**config.mk**
```make
export PLATFORM = sky130hd
export DESIGN_NAME = smadd_top
export DESIGN_NICKNAME = d
export VERILOG_FILES = /design/src/rtl/smadd_pkg.sv /design/src/rtl/smadd_digit_cmpl.sv /design/src/rtl/smadd_digit_adder.sv /design/src/rtl/smadd_top.sv
export SDC_FILE = /design/constraint.sdc
export NUM_CORES = 1
export LEC_CHECK = 0
export ABC_AREA = 1
export BUFFER_PORTS_ARGS = -buffer_cell sky130_fd_sc_hd__buf_2
export CORE_MARGIN = 2
export CORE_UTILIZATION = 45
export DETAILED_ROUTE_END_ITERATION = 10
export PLACE_DENSITY_LB_ADDON = 0.05
export SLEW_MARGIN = 20
export SYNTH_ARGS = -nofsm -noshare
export SYNTH_HDL_FRONTEND = slang
export SYNTH_HIERARCHICAL = 1
export SYNTH_SLANG_ARGS = --single-unit
```
**constraint.sdc**
```tcl
create_clock -name vclk -period 15.7
set_clock_uncertainty 0.15 [all_clocks]
set_input_delay 1.57 -clock vclk [all_inputs]
set_output_delay 1.57 -clock vclk [all_outputs]
set_load 0.01 [all_outputs]
```
**src/rtl/smadd_pkg.sv**
```systemverilog
package smadd_pkg;

    // Bits needed to hold one digit of the given radix.
    function automatic int unsigned digit_bits(input int unsigned radix);
        return $clog2(radix);
    endfunction

endpackage

```
**src/rtl/smadd_digit_cmpl.sv**
```systemverilog
// Optional digit-wise (RADIX-1)'s complement over NDIG digits.
module smadd_digit_cmpl #(
    parameter int unsigned RADIX = 10,
    parameter int unsigned NDIG  = 4,
    parameter int unsigned DW    = smadd_pkg::digit_bits(RADIX)
) (
    input  logic                en,
    input  logic [NDIG*DW-1:0]  d,
    output logic [NDIG*DW-1:0]  q
);
    localparam logic [DW-1:0] TOP_DIGIT = DW'(RADIX - 1);

    for (genvar i = 0; i < NDIG; i++) begin : g_dig
        assign q[i*DW +: DW] = en ? (TOP_DIGIT - d[i*DW +: DW]) : d[i*DW +: DW];
    end
endmodule

```
**src/rtl/smadd_digit_adder.sv**
```systemverilog
// Ripple-carry radix-RADIX adder over NDIG digits.
module smadd_digit_adder #(
    parameter int unsigned RADIX = 10,
    parameter int unsigned NDIG  = 4,
    parameter int unsigned DW    = smadd_pkg::digit_bits(RADIX)
) (
    input  logic [NDIG*DW-1:0]  a,
    input  logic [NDIG*DW-1:0]  b,
    input  logic                cin,
    output logic [NDIG*DW-1:0]  sum,
    output logic                cout
);
    localparam logic [DW:0] RAD = (DW+1)'(RADIX);

    logic [NDIG:0] carry;
    assign carry[0] = cin;

    for (genvar i = 0; i < NDIG; i++) begin : g_dig
        logic [DW:0] tot;
        logic        wrap;
        assign tot  = {1'b0, a[i*DW +: DW]} + {1'b0, b[i*DW +: DW]}
                    + {{DW{1'b0}}, carry[i]};
        assign wrap = (tot >= RAD);
        assign sum[i*DW +: DW] = wrap ? DW'(tot - RAD) : tot[DW-1:0];
        assign carry[i+1]      = wrap;
    end

    assign cout = carry[NDIG];
endmodule

```
**src/rtl/smadd_top.sv**
```systemverilog
// Sign-magnitude adder-subtractor, radix RADIX, two cascaded digit adders.
module smadd_top #(
    parameter int unsigned RADIX      = 10,
    parameter int unsigned MAG_DIGITS = 3,
    parameter int unsigned DW         = smadd_pkg::digit_bits(RADIX)
) (
    input  logic                         x_sign,
    input  logic [MAG_DIGITS*DW-1:0]     x_mag,
    input  logic                         y_sign,
    input  logic [MAG_DIGITS*DW-1:0]     y_mag,
    input  logic                         sub_sel,
    output logic                         z_sign,
    output logic [(MAG_DIGITS+1)*DW-1:0] z_mag
);
    localparam int unsigned ND   = MAG_DIGITS + 1;
    localparam int unsigned W    = ND * DW;
    localparam logic [DW-1:0] HALF  = DW'(RADIX / 2);
    localparam logic [DW-1:0] LIMIT = DW'(RADIX - 1);

    if (RADIX < 4) begin : g_bad_radix
        $error("smadd_top needs RADIX of at least 4");
    end

    // Effective operation
    logic y_sign_eff, eff_sub;
    assign y_sign_eff = y_sign ^ sub_sel;
    assign eff_sub    = x_sign ^ y_sign_eff;

    // Stage 1: x + y or x + complement(y) + 1, one extra leading digit
    logic [W-1:0] x_ext, y_ext, y_sel, inter;
    logic         cout1;
    assign x_ext = {{DW{1'b0}}, x_mag};
    assign y_ext = {{DW{1'b0}}, y_mag};

    smadd_digit_cmpl #(.RADIX(RADIX), .NDIG(ND), .DW(DW)) u_cmpl_y (
        .en(eff_sub), .d(y_ext), .q(y_sel)
    );

    smadd_digit_adder #(.RADIX(RADIX), .NDIG(ND), .DW(DW)) u_add_1 (
        .a(x_ext), .b(y_sel), .cin(eff_sub), .sum(inter), .cout(cout1)
    );

    // Stage 2: re-complement a negative intermediate
    logic         neg, cout2;
    logic [W-1:0] inter_c;
    assign neg = (inter[W-1 -: DW] >= HALF);

    smadd_digit_cmpl #(.RADIX(RADIX), .NDIG(ND), .DW(DW)) u_cmpl_a (
        .en(neg), .d(inter), .q(inter_c)
    );

    smadd_digit_adder #(.RADIX(RADIX), .NDIG(ND), .DW(DW)) u_add_2 (
        .a(inter_c), .b({W{1'b0}}), .cin(neg), .sum(z_mag), .cout(cout2)
    );

    assign z_sign = neg ? y_sign_eff : x_sign;

    // Checks next to the datapath (only meaningful for legal input digits)
    logic in_legal;
    always_comb begin
        in_legal = 1'b1;
        for (int i = 0; i < int'(MAG_DIGITS); i++) begin
            if (x_mag[i*DW +: DW] > LIMIT) in_legal = 1'b0;
            if (y_mag[i*DW +: DW] > LIMIT) in_legal = 1'b0;
        end
    end

    always_comb begin
        if (in_legal) begin
            // an effective addition is never negative and never carries out
            a_r2_add_nonneg: assert (eff_sub || (!neg && !cout1))
                else $error("effective add flagged negative or overflowed");
            // |x| >= |y| under subtraction needs no fix-up
            a_r3_no_fixup: assert (!(eff_sub && (x_mag >= y_mag)) || !neg)
                else $error("fix-up taken with |x| >= |y|");
            // equal magnitudes give zero signed like x
            a_r5_zero_sign: assert (!(eff_sub && (x_mag == y_mag))
                                    || (z_mag == '0 && z_sign == x_sign))
                else $error("equal magnitudes did not give signed zero");
            // result fits, leading digit 0 or 1, no final carry
            a_r7_no_overflow: assert (!cout2 && (z_mag[W-1 -: DW] <= DW'(1)))
                else $error("result does not fit");
            for (int i = 0; i < int'(ND); i++) begin
                // digits stay inside the radix
                a_r6_digit_range: assert (z_mag[i*DW +: DW] <= LIMIT)
                    else $error("output digit out of range");
            end
        end
    end
endmodule

```
Word-level counts from Yosys, hierarchy flattened

Cells that the tools add are included.

Register bits after elaboration: 0
Bits in latches: 0
RAM bits: 0
ROM bits: 0
Input port bits: 27
Output and inout port bits: 17
Word-level logic and storage cells: 54
Memories kept: 0

$add $sub $neg: 26
$mul: 0
Div/mod/pow operators: 0
Order comparisons: 9
Equal/unequal tests: 0
Shifts and indexed selects: 0
Muxes and demuxes: 17
Bitwise logic cells: 2
Reductions and logical operators: 0

Operators with widths:

| operator                                                                             | number |
|---|---|
| 4-bit two-way mux                                                                    | 16 |
| 5-bit by 4-bit greater-or-equal comparator with 1-bit output (second input constant) | 8 |
| 4-bit subtractor (second input constant)                                             | 8 |
| 4-bit subtractor (first input constant)                                              | 7 |
| 4-bit by 1-bit adder with 5-bit output                                               | 5 |
| 4-bit by 4-bit adder with 5-bit output                                               | 3 |
| 5-bit by 1-bit adder with 5-bit output                                               | 3 |
| 4-bit by 3-bit greater-or-equal comparator with 1-bit output (second input constant) | 1 |
| 1-bit bitwise XOR                                                                    | 2 |
| 1-bit two-way mux                                                                    | 1 |

Longest topological paths before layout

Gate-level depths: netlist (run 1).

Depth in word-level cells: 24
Mapped depth: 101
Gate-level depth less buffers: 99

Hierarchy

Netlist (run 1), hierarchy kept.

Modules (own cells, without submodules):

| module                       | times used | cells an instance | area each (sq um) | sequential area each (sq um) |
|---|---|---|---|---|
| smadd_digit_adder at u_add_2 | 1          | 165               | 1023.5            | 0.0 |
| smadd_digit_adder at u_add_1 | 1          | 166               | 1013.5            | 0.0 |
| smadd_digit_cmpl             | 2          | 54                | 297.8             | 0.0 |
| smadd_top                    | 1          | 13                | 61.3              | 0.0 |

Least setup slack after synthesis (run 1)

No wires, ideal clock.

Kind: input -> output
Start point: input port sub_sel
End point: output port z_mag[13]
Data arrival time: 13.679 ns
Required time: 13.980 ns
Slack: 0.301 ns
Cell stages on the path: 81
Path buffers: 2
Cell sequence: xor2_1 -> nand2_1 -> nand2_1 -> buf_6 -> xor2_1 -> inv_1 -> fa_1 -> fa_1 -> nand2_1 -> nand2_1 -> inv_1 -> ha_1 -> nand2_1 -> nand3_2 -> nand2_2 -> fa_1 -> inv_1 -> fa_1 -> (+45 left out) -> inv_1 -> fa_1 -> nand2_1 -> nand2_1 -> inv_1 -> ha_1 -> nand2_1 -> nand3_2 -> nand2_2 -> fa_1 -> inv_1 -> fa_1 -> ha_1 -> nand2_1 -> nand3_2 -> nand2_2 -> nand2_1 -> nand2_1

Cells in the longest elaborated chain, start to end: 24
Elaborated cells between the ends (all ways): 44
Those cells by class: add/sub: 20; order compare: 9; mux: 13; bitwise: 2

Ends and longest elaborated chain:

| element                                                        | line                    | RTL |
|---|---|---|
| start, declared                                                | smadd_top.sv:11         | `input logic sub_sel,` |
| 1-bit bitwise XOR *                                            | smadd_top.sv:26         | `assign y_sign_eff = y_sign ^ sub_sel;` |
| 1-bit bitwise XOR *                                            | smadd_top.sv:27         | `assign eff_sub = x_sign ^ y_sign_eff;` |
| via eff_sub                                                    | smadd_top.sv:25         | `logic y_sign_eff, eff_sub;` |
| 4-bit two-way mux *                                            | smadd_digit_cmpl.sv:14  | `assign q[i*DW +: DW] = en ? (TOP_DIGIT - d[i*DW +: DW]) : d[i*DW +: DW];` |
| via y_sel[0]                                                   | smadd_top.sv:30         | `logic [W-1:0] x_ext, y_ext, y_sel, inter;` |
| 4-bit by 4-bit adder with 5-bit output *                       | smadd_digit_adder.sv:21 | `assign tot = {1'b0, a[i*DW +: DW]} + {1'b0, b[i*DW +: DW]}` |
| 5-bit by 1-bit adder with 5-bit output *                       | smadd_digit_adder.sv:22 | `+ {{DW{1'b0}}, carry[i]};` |
| 5-bit by 4-bit greater-or-equal comparator with 1-bit output * | smadd_digit_adder.sv:23 | `assign wrap = (tot >= RAD);` |
| (+7 left out)                                                  | -                       |  |
| via inter[13]                                                  | smadd_top.sv:30         |  |
| (+1 left out)                                                  | -                       |  |
| via neg                                                        | smadd_top.sv:44         | `logic neg, cout2;` |
| (+1 left out)                                                  | -                       |  |
| via inter_c[0]                                                 | smadd_top.sv:45         | `logic [W-1:0] inter_c;` |
| (+2 left out)                                                  | -                       |  |
| 4-bit by 1-bit adder with 5-bit output *                       | smadd_digit_adder.sv:22 |  |
| 5-bit by 4-bit greater-or-equal comparator with 1-bit output * | smadd_digit_adder.sv:23 |  |
| 4-bit by 1-bit adder with 5-bit output *                       | smadd_digit_adder.sv:22 |  |
| 5-bit by 4-bit greater-or-equal comparator with 1-bit output * | smadd_digit_adder.sv:23 |  |
| 4-bit by 1-bit adder with 5-bit output *                       | smadd_digit_adder.sv:22 |  |
| 5-bit by 4-bit greater-or-equal comparator with 1-bit output * | smadd_digit_adder.sv:23 |  |
| via cout2                                                      | smadd_top.sv:44         |  |
| 4-bit two-way mux *                                            | smadd_digit_adder.sv:24 | `assign sum[i*DW +: DW] = wrap ? DW'(tot - RAD) : tot[DW-1:0];` |
| end, declared                                                  | smadd_top.sv:13         | `output logic [(MAG_DIGITS+1)*DW-1:0] z_mag` |

The timed path passes the listed nets; every way through them passes the cells marked *.

Final worst setup path (run 1)

Start point: input port y_sign
End point: output port z_mag[13]

Cells in the longest elaborated chain, start to end: 24
Elaborated cells between the ends (all ways): 44
Those cells by class: add/sub: 20; order compare: 9; mux: 13; bitwise: 2

Ends and longest elaborated chain:

| element                                                        | line                    | RTL |
|---|---|---|
| start, declared                                                | smadd_top.sv:9          | `input logic y_sign,` |
| 1-bit bitwise XOR *                                            | smadd_top.sv:26         |  |
| 1-bit bitwise XOR *                                            | smadd_top.sv:27         |  |
| via eff_sub                                                    | smadd_top.sv:25         |  |
| 4-bit two-way mux *                                            | smadd_digit_cmpl.sv:14  |  |
| via y_sel[0]                                                   | smadd_top.sv:30         |  |
| 4-bit by 4-bit adder with 5-bit output *                       | smadd_digit_adder.sv:21 |  |
| 5-bit by 1-bit adder with 5-bit output *                       | smadd_digit_adder.sv:22 |  |
| 5-bit by 4-bit greater-or-equal comparator with 1-bit output * | smadd_digit_adder.sv:23 |  |
| (+7 left out)                                                  | -                       |  |
| via inter[13]                                                  | smadd_top.sv:30         |  |
| (+1 left out)                                                  | -                       |  |
| via neg                                                        | smadd_top.sv:44         |  |
| (+1 left out)                                                  | -                       |  |
| via inter_c[0]                                                 | smadd_top.sv:45         |  |
| (+2 left out)                                                  | -                       |  |
| 4-bit by 1-bit adder with 5-bit output *                       | smadd_digit_adder.sv:22 |  |
| 5-bit by 4-bit greater-or-equal comparator with 1-bit output * | smadd_digit_adder.sv:23 |  |
| 4-bit by 1-bit adder with 5-bit output *                       | smadd_digit_adder.sv:22 |  |
| 5-bit by 4-bit greater-or-equal comparator with 1-bit output * | smadd_digit_adder.sv:23 |  |
| 4-bit by 1-bit adder with 5-bit output *                       | smadd_digit_adder.sv:22 |  |
| 5-bit by 4-bit greater-or-equal comparator with 1-bit output * | smadd_digit_adder.sv:23 |  |
| via cout2                                                      | smadd_top.sv:44         |  |
| 4-bit two-way mux *                                            | smadd_digit_adder.sv:24 |  |

Marked as above.

==> results of run 1 <==
## cells by family (layout without fill, tap and decap cells)
group                      Yosys count  after routing
AOI/OAI and AO/OA                   33             33
other                                1             31
adders and majority gates           56             56
and+or+nand+nor                    223            223
xor gates and xnor gates            10             10
buffers and inverters              129            232
## stage by stage
step / utilization (%) / setup TNS [ns] / instances / setup WS, ns / hold WS (ns)
finish: 63.8 / 0 / 660 / 0.543 / 3.35
global route: 63.8 / -0.426 / 660 / -0.164 / 3.39
CTS: 58.8 / 0 / 643 / 0.00148 / 3.36
detailed placement: 58.2 / -0.847 / 641 / -0.303 / 3.35
global placement: 58.2 / -0.0631 / 641 / -0.0331 / 3.37
floorplan: - / 0 / 482 / 0.301 / 3.13
## worst paths after layout
| path | start | end | slack [ns] | cells after the start |
|---|---|---|---|---|
| max | y_sign | z_mag[13] | 0.54 | 77 |
| min | x_sign | z_sign | 3.35 | 4 |
## Yosys cell counts
cell	n
nand2_1	133
inv_1	116
nand3_1	49
ha_1	40
fa_1	16
nand3b_1	14
a21oi_1	10
nand2_2	10
nand3_2	9
o21ai_0	9
xor2_1	9
buf_4	8
nor2_1	8
o21bai_1	7
a21oi_2	6
buf_6	4
conb_1	1
inv_2	1
o21ai_1	1
xnor2_1	1
## layout make-up
type / count / area (µm²)
tap: 75 / 93.8
fill: 601 / 2120
timing repair buffer: 115 / 757
inverter: 117 / 439
multi-input combinational: 353 / 2440
## routing by layer
metal	global-route usage, %	up-vias	part of all wire [%]
li1	-	1610	-
met1	23.1	1264	48
met2	31.1	38	50
met3	0.444	0	2.8
met4	0	0	0
met5	0	-	0
## repair_timing
action	4_1_cts	5_1_grt
pin swaps	3	32
buffers inserted	2	17
endpoints found under the setup margin	3	3
hold buffers	0	0
gates resized for setup	8	64
==> summary.md, run 1 <==
| Metric | Value |
|---|---|
| Status | `finished, final reports clean` |
| Max Clk Rate | `around 0.066 GHz` |
| Layout cells sized above 1 | `between 30% and 40%` |
| Crit Path Max Fanout | `3` |
| Most frequent cells in the layout | `109 x nand2_1, 101 x inv_1, 70 x buf_4` |
| Slowest-stage cell, CP | `fa_2` |
| # DRC | `0` |
| Avg Inst Size Synth | `5.96 µm²` |
| Area after DPL | `roughly 0.0034 mm²` |
| Vias in the first global route | `approximately 2500` |
| 1st-iter DRT viols | `85` |
| Area delta synth->final | `38.5%` |
| Top cell type's share of synthesized area | `a little under a fifth` |
| Area fraction in compound gates after synthesis | `about 7.6%` |
| Post-synthesis mux area share | `0%` |
| Count of different cell masters after synthesis | `20` |
| Max cap viols | `0` |
| Synth Area in Adders | `about 30%` |
| Placeable Area | `0.00585 mm²` |
| Routability cong. | `approximately 0.8` |
| Worst hold path class | `in2out` |
| Clkbuf count | `0` |
| Leading area contributor after synthesis | `ha_1` |
| Most frequent CP cell | `nand2_2` |
| Delay-heaviest family, CP | `adder cells` |
| Via/cell ratio | `4.41` |
| CP Launch Type | `primary input` |
| Cells after Synth | `452` |
| Pins Over Slew Limit | `0` |
| Crit Path Class | `in2out` |
| Largest net degree at the start of global routing | `19` |
| Final HPWL DP | `slightly below 5 mm` |
| Fin. Hold Viols | `0` |
| CP required | `between 10 and 15 ns` |
| Xor/xnor cell area share of the yosys netlist | `3.25%` |
| Period utilization | `about 97%` |
| # rows | `28` |
| I/O Pins | `44` |
| Commonest non-fill, non-tap cell in the layout | `nand2_1` |
| Die Ht | `a little over 80 µm` |
| Starting density of the core | `a little under half` |
| Design Area, Final | `0.00373 mm²` |
| Syn. warnings | `6` |
| CP Buf/Inv Count | `12` |
| CP arrival | `13.44 ns` |
| # diodes | `0` |
| IO buf count | `44` |
| Initial antenna violation count | `0` |
| Nets | `between 600 and 700` |
| Final setup violating endpoints | `0` |
| Grt ovf | `0` |
| Seq/Total Area, Yosys | `0%` |
| Drt pass-1 iters | `4` |
| Total track usage | `16.9%` |
| Synth top area cells | `ha_1 19%, nand2_1 19%, inv_1 16%` |
| WL final | `approximately 5.8 mm` |
| Crit end category | `output pin` |
| WL per Instance | `8.72 µm` |
| Final antenna-violating net count | `0` |
| First-pass GRT wire length | `9.44 mm` |
| Final Critical Period | `15.16 ns` |
| Largest family of logic cells by synthesized area | `simple AND/OR/NAND/NOR gates` |
| Synth Cell Area | `0.00269 mm²` |
| Vias | `~2900` |
| Crit path largest cell delay | `between 0.5 and 0.6 ns` |
| Synth Area in Simple Gates | `around two fifths` |
| Seq_cells | `0` |
| Die area | `about 0.0066 mm²` |
| Die Width | `a little over 80 µm` |
| Storage cell area | `0 µm²` |
Power of run 1 is not shown: default switching activity piles up to over one toggle a cycle in this logic, so the estimate is an artifact.
==> run 2: changes to the inputs <==
--- a/config.mk
+++ b/config.mk
@@ -8,7 +8,7 @@
 export ABC_AREA = 1
 export BUFFER_PORTS_ARGS = -buffer_cell sky130_fd_sc_hd__buf_2
 export CORE_MARGIN = 2
-export CORE_UTILIZATION = 45
+export CORE_UTILIZATION = 44
 export DETAILED_ROUTE_END_ITERATION = 10
 export PLACE_DENSITY_LB_ADDON = 0.05
 export SLEW_MARGIN = 20
==> summary.md, run 2 (synthesis gave the netlist of run 1 again) <==
| Metric | Value |
|---|---|
| Area delta synth->final | `40.3%` |
| 1st-iter DRT viols | `58 (-32%)` |
| Drt pass-1 iters | `4 (unchanged)` |
| Largest net degree at the start of global routing | `20 (+1)` |
| Die area | `0.00676 mm² (+2.2%)` |
| Final HPWL DP | `4.90 mm (about the same)` |
| I/O Pins | `44 (unchanged)` |
| Final setup violating endpoints | `0 (unchanged)` |
| Worst Setup SP | `y_sign` |
| Final Critical Period | `15.25 ns (+0.0914 ns)` |
| Die Width | `82.2 µm (+1.1%)` |
| # DRC | `0 (unchanged)` |
| Nets | `670 (unchanged)` |
| Fin. Hold Viols | `0 (unchanged)` |
| Crit Path Max Fanout | `3 (unchanged)` |
| First-pass GRT wire length | `9.83 mm (+4.2%)` |
| Placeable Area | `0.00592 mm² (+1.2%)` |
| CP required | `13.98 ns (about the same)` |
| WL per Instance | `8.72 µm (unchanged)` |
| Slowest-stage cell, CP | `fa_2` |
| Final antenna-violating net count | `0 (unchanged)` |
| # rows | `28 (unchanged)` |
| CP arrival | `13.53 ns (+0.09 ns)` |
| Clkbuf count | `0 (unchanged)` |
| Via/cell ratio | `4.41 (unchanged)` |
| Initial antenna violation count | `1 (+1)` |
| Number of fill cells | `585 (-2.7%)` |
| Storage cell area | `0 µm² (unchanged)` |
| Period utilization | `97.1% (+0.58 points)` |
| Max Clk Rate | `0.0656 GHz (-0.60%)` |
| Routability cong. | `0.778 (-3.1%)` |
| CP Launch Type | `primary input` |
| Vias | `2912 (unchanged)` |
| Seq_cells | `0 (unchanged)` |
| Crit path largest cell delay | `0.61 ns (+0.04 ns)` |
| Worst hold path startpoint | `x_sign` |
| RSZ-0062 raised after global routing | `true` |
| # diodes | `0 (unchanged)` |
| Worst hold path class | `in2out` |
| Vias in the first global route | `2595 (+4.6%)` |
| Post-CTS Hold Buffers | `0 (unchanged)` |
| Most frequent CP cell | `nand2_2` |
| Crit end category | `output pin` |
| Area of the multi-input gates | `0.00247 mm² (+1.3%)` |
| Status | `finished, final reports clean` |
| Commonest non-fill, non-tap cell in the layout | `nand2_1` |
| Layout cells sized above 1 | `36.6% (+1.2 points)` |
| Pins Over Slew Limit | `0 (unchanged)` |
| Die Ht | `82.2 µm (+1.1%)` |
| Total track usage | `17.0% (+0.16 points)` |
| WL final | `5.75 mm (unchanged)` |
| Starting density of the core | `45.5% (-0.54 points)` |
| Area after DPL | `0.00341 mm² (unchanged)` |
| Max cap viols | `0 (unchanged)` |
| Most frequent cells in the layout | `109 x nand2_1, 96 x inv_1, 70 x buf_4` |
| IO buf count | `44 (unchanged)` |
| Design Area, Final | `0.00378 mm² (+1.3%)` |
| Grt ovf | `0 (unchanged)` |
| Crit Path Class | `in2out` |
-- run 2: cell types whose count changed in the layout (fill, tap and decap cells not counted), moves of 2 or more --
cell	previous run	this run
nor2_2	2	4
buf_2	44	42
ha_4	4	7
ha_2	4	0
inv_1	101	96
inv_2	16	21
nor2_1	6	4
-- run 2: cell type report --
cell class / count / share of cell area, %
multi-input cells: 353 / 65.4
well taps: 75 / 2.48
repair buffers: 115 / 20.5
inverters: 117 / 11.6
-- run 2: path summary, 6_finish.rpt --
kind	endpoint	slack, ns	cells after the start
worst max-delay path	z_mag[14]	0.45	76
worst min-delay path	z_sign	3.37	4
-- run 2: what timing repair did --
action	CTS	global route
setup endpoints to repair	3	3
buffers inserted	2	17
resized for setup	13	73
hold endpoints to repair	0	0
pin swaps	5	69
-- run 2: layer usage --
layer	share of wire, %	GRT usage (%)
met5	0.17	0
met4	0	0
met3	2.5	0.761
met2	48	31.9
met1	49	22.9
-- run 2: critical path, delay by kind of cell --
kind | cells | cell delay [ns]
adders and majority gates | 20 | 7.35
and+or+nand+nor | 40 | 3.19
buffers and inverters | 12 | 0.80
xor gates and xnor gates | 3 | 0.43
AOI/OAI and AO/OA | 1 | 0.17
-- run 2: per-stage QoR --
stage          worst slack (ns)  hold slack (ns)  utilization (%)  instances  setup TNS, ns
2_1_floorplan             0.301             3.13                -        482              0
3_3_place_gp             -0.223             3.37             57.5        641         -0.611
3_5_place_dp             -0.298             3.36             57.5        641         -0.846
4_1_cts                  0.0199             3.36             58.3        643              0
5_1_grt                  -0.300             3.39             63.8        660         -0.784
6_report                  0.452             3.37             63.8        660              0
Power of run 2 is left out for the same reason.
==> run 3: changes to the inputs <==
--- a/config.mk
+++ b/config.mk
@@ -5,7 +5,6 @@
 export SDC_FILE = /design/constraint.sdc
 export NUM_CORES = 1
 export LEC_CHECK = 0
-export ABC_AREA = 1
 export BUFFER_PORTS_ARGS = -buffer_cell sky130_fd_sc_hd__buf_2
 export CORE_MARGIN = 2
 export CORE_UTILIZATION = 44
@@ -14,5 +13,4 @@
 export SLEW_MARGIN = 20
 export SYNTH_ARGS = -nofsm -noshare
 export SYNTH_HDL_FRONTEND = slang
-export SYNTH_HIERARCHICAL = 1
 export SYNTH_SLANG_ARGS = --single-unit
==> summary.md, run 3 <==
| Metric | Value |
|---|---|
| Crit Path Class | `in2out` |
| Most frequent CP cell | `ha_1` |
| Count of different cell masters after synthesis | `74 (+270%)` |
| Design Area, Final | `0.00228 mm² (-40%)` |
| Crit path largest cell delay | `0.58 ns (-0.03 ns)` |
| IO buf count | `42 (-4.5%)` |
| Cells after Synth | `266 (-41%)` |
| Total track usage | `16.3% (-0.73 points)` |
| Commonest non-fill, non-tap cell in the layout | `buf_2` |
| First-pass GRT wire length | `7.27 mm (-26%)` |
| Grt ovf | `0 (unchanged)` |
| Starting density of the core | `46.3% (+0.84 points)` |
| Number of fill cells | `445 (-24%)` |
| Sequential power share | `0%` |
| # diodes | `0 (unchanged)` |
| Status | `finished, final reports clean` |
| WL final | `4.28 mm (-26%)` |
| Post-CTS Hold Buffers | `0 (unchanged)` |
| Cells after DPL | `354 (-45%)` |
| Hold Slack | `3.39 ns (+0.0264 ns)` |
| Die Width | `72.2 µm (-12%)` |
| 1st-iter DRT viols | `40 (-31%)` |
| Worst Setup SP | `sub_sel` |
| Crit Path Max Fanout | `15 (+12)` |
| Final antenna-violating net count | `0 (unchanged)` |
| Relative slew slack | `a little over three fifths` |
| # DRC | `0 (unchanged)` |
| Worst vdd ir | `121 µV` |
| Layout cells sized above 1 | `21.5% (-15 points)` |
| Leading area contributor after synthesis | `ha_1` |
| Via/cell ratio | `5.51 (+25%)` |
| Seq/Total Area, Yosys | `0% (unchanged)` |
| Setup bufs post-CTS | `0 (-2)` |
| CTS resizes | `0 (-13)` |
| Top cell type's share of synthesized area | `17.1% (-1.5 points)` |
| Combinational share of power | `100.0%` |
| Max Clk Rate | `0.0703 GHz (+7.3%)` |
| Setup total negative slack | `0 ns (unchanged)` |
| Synth Cell Area | `0.00205 mm² (-24%)` |
| Storage cell area | `0 µm² (unchanged)` |
| # rows | `24 (-14%)` |
| Nets | `364 (-46%)` |
| Area after DPL | `0.00228 mm² (-33%)` |
| Vias | `1951 (-33%)` |
| Synth top area cells | `ha_1 17%, xnor2_1 8.6%, inv_1 5.1%` |
| Avg Inst Size Synth | `7.69 µm² (+29%)` |
| Final HPWL DP | `3.72 mm (-24%)` |
| P per Cell Area | `around 240 mW/mm²` |
| Seq_cells | `0 (unchanged)` |
| Routability cong. | `0.843 (+8.4%)` |
| Crit end category | `output pin` |
| WL per Instance | `12.1 µm (+39%)` |
| Static leakage | `1.04 nW` |
| Drt pass-1 iters | `4 (unchanged)` |
| Final Critical Period | `14.22 ns (-1.03 ns)` |
| Vias in the first global route | `1768 (-32%)` |
| CP arrival | `12.50 ns (-1.03 ns)` |
| Largest net degree at the start of global routing | `16 (-20%)` |
| Post-synth top cells | `28 x ha_1, 28 x inv_1, 23 x nand2_1` |
| Clkbuf count | `0 (unchanged)` |
| Die Ht | `72.2 µm (-12%)` |
| Worst-margin pin slew | `about 0.55 ns` |
| Internal power | `around 0.00024 W` |
| Max cap viols | `0 (unchanged)` |
| Area delta synth->final | `11.7%` |
| Placeable Area | `0.00441 mm² (-25%)` |
| Pins Over Slew Limit | `0 (unchanged)` |
| Slowest-stage cell, CP | `xor3_2` |
| Fin cells | `354 (-46%)` |
| Worst hold path startpoint | `x_sign` |
| Syn. warnings | `0 (-6)` |
| Final setup violating endpoints | `0 (unchanged)` |
| Crit path capture | `z_mag[12]` |
| RSZ-0062 raised after global routing | `false` |
| Initial antenna violation count | `0 (-1)` |
| Clk pwr share | `0%` |
| CP required | `13.98 ns (about the same)` |
| Most frequent cells in the layout | `42 x buf_2, 28 x inv_1, 28 x ha_1` |
| Period utilization | `90.5% (-6.6 points)` |
| I/O Pins | `44 (unchanged)` |
| P_sw | `0.000307 W` |
| Sw Ratio | `between 50% and 60%` |
| Worst hold path class | `in2out` |
| Finished Core Util | `51.8% (-12 points)` |
| Fin. Hold Viols | `0 (unchanged)` |
| Die area | `0.00521 mm² (-23%)` |
| CP Launch Type | `primary input` |
## run 3: metrics by stage
step                      setup WS, ns  total power [W]
after CTS                         1.40         0.000547
after global placement            1.65         0.000546
after global routing             0.563         0.000606
after floorplan                   2.63         0.000423
final                             1.48         0.000543
after detailed placement          1.45         0.000547
## run 3: cell families (layout without fill, tap and decap cells)
group / after synthesis / in the layout / synth area share, %
buffers and inverters: 37 / 72 / 7.46
AND/OR/NAND/NOR: 85 / 85 / 23.2
XOR/XNOR: 27 / 27 / 13.1
other: 1 / 2 / 0.183
adder cells (fa/ha/maj): 33 / 33 / 22.0
multiplexers: 5 / 5 / 2.75
AO/OA/AOI/OAI: 78 / 78 / 31.3
## run 3: power groups by stage
stage / Clock (W) / Sequential (W) / Combinational, W
after floorplan: 0 / 0 / 0.000423
after global placement: 0 / 0 / 0.000546
after detailed placement: 0 / 0 / 0.000547
after CTS: 0 / 0 / 0.000547
after global routing: 0 / 0 / 0.000606
final: 0 / 0 / 0.000543
## run 3: area by class of cell
class              instances  area, µm²  share of cell area, %
multi-input cells        230       1900                   83.0
repair buffers            42        210                   9.20
inverters                 30        113                   4.93
well taps                 52       65.1                   2.85
## run 3: worst min path at each step
stage | end | cells past startpoint | slack [ns]
after floorplan | z_sign | 2 | 3.14
after global placement | z_sign | 4 | 3.38
after detailed placement | z_sign | 4 | 3.38
after CTS | z_sign | 4 | 3.39
after global routing | z_sign | 4 | 3.43
final | z_sign | 4 | 3.39
## run 3: routing by layer
layer	track usage, %	up-vias	part of all wire (%)
met1	23.5	866	52
met2	29.2	29	46
met4	0	0	0
met5	0	-	0
li1	-	1056	-
met3	0	0	2.5
## run 3: critical path: cells and delay by family
kind	cells	cell delay [ns]
buffers and inverters	6	0.63
adders and majority gates	16	4.91
xor gates and xnor gates	7	2.00
AOI/OAI and AO/OA	12	2.57
and+or+nand+nor	7	0.80
No activity file was read; power rests on OpenSTA's default activity.
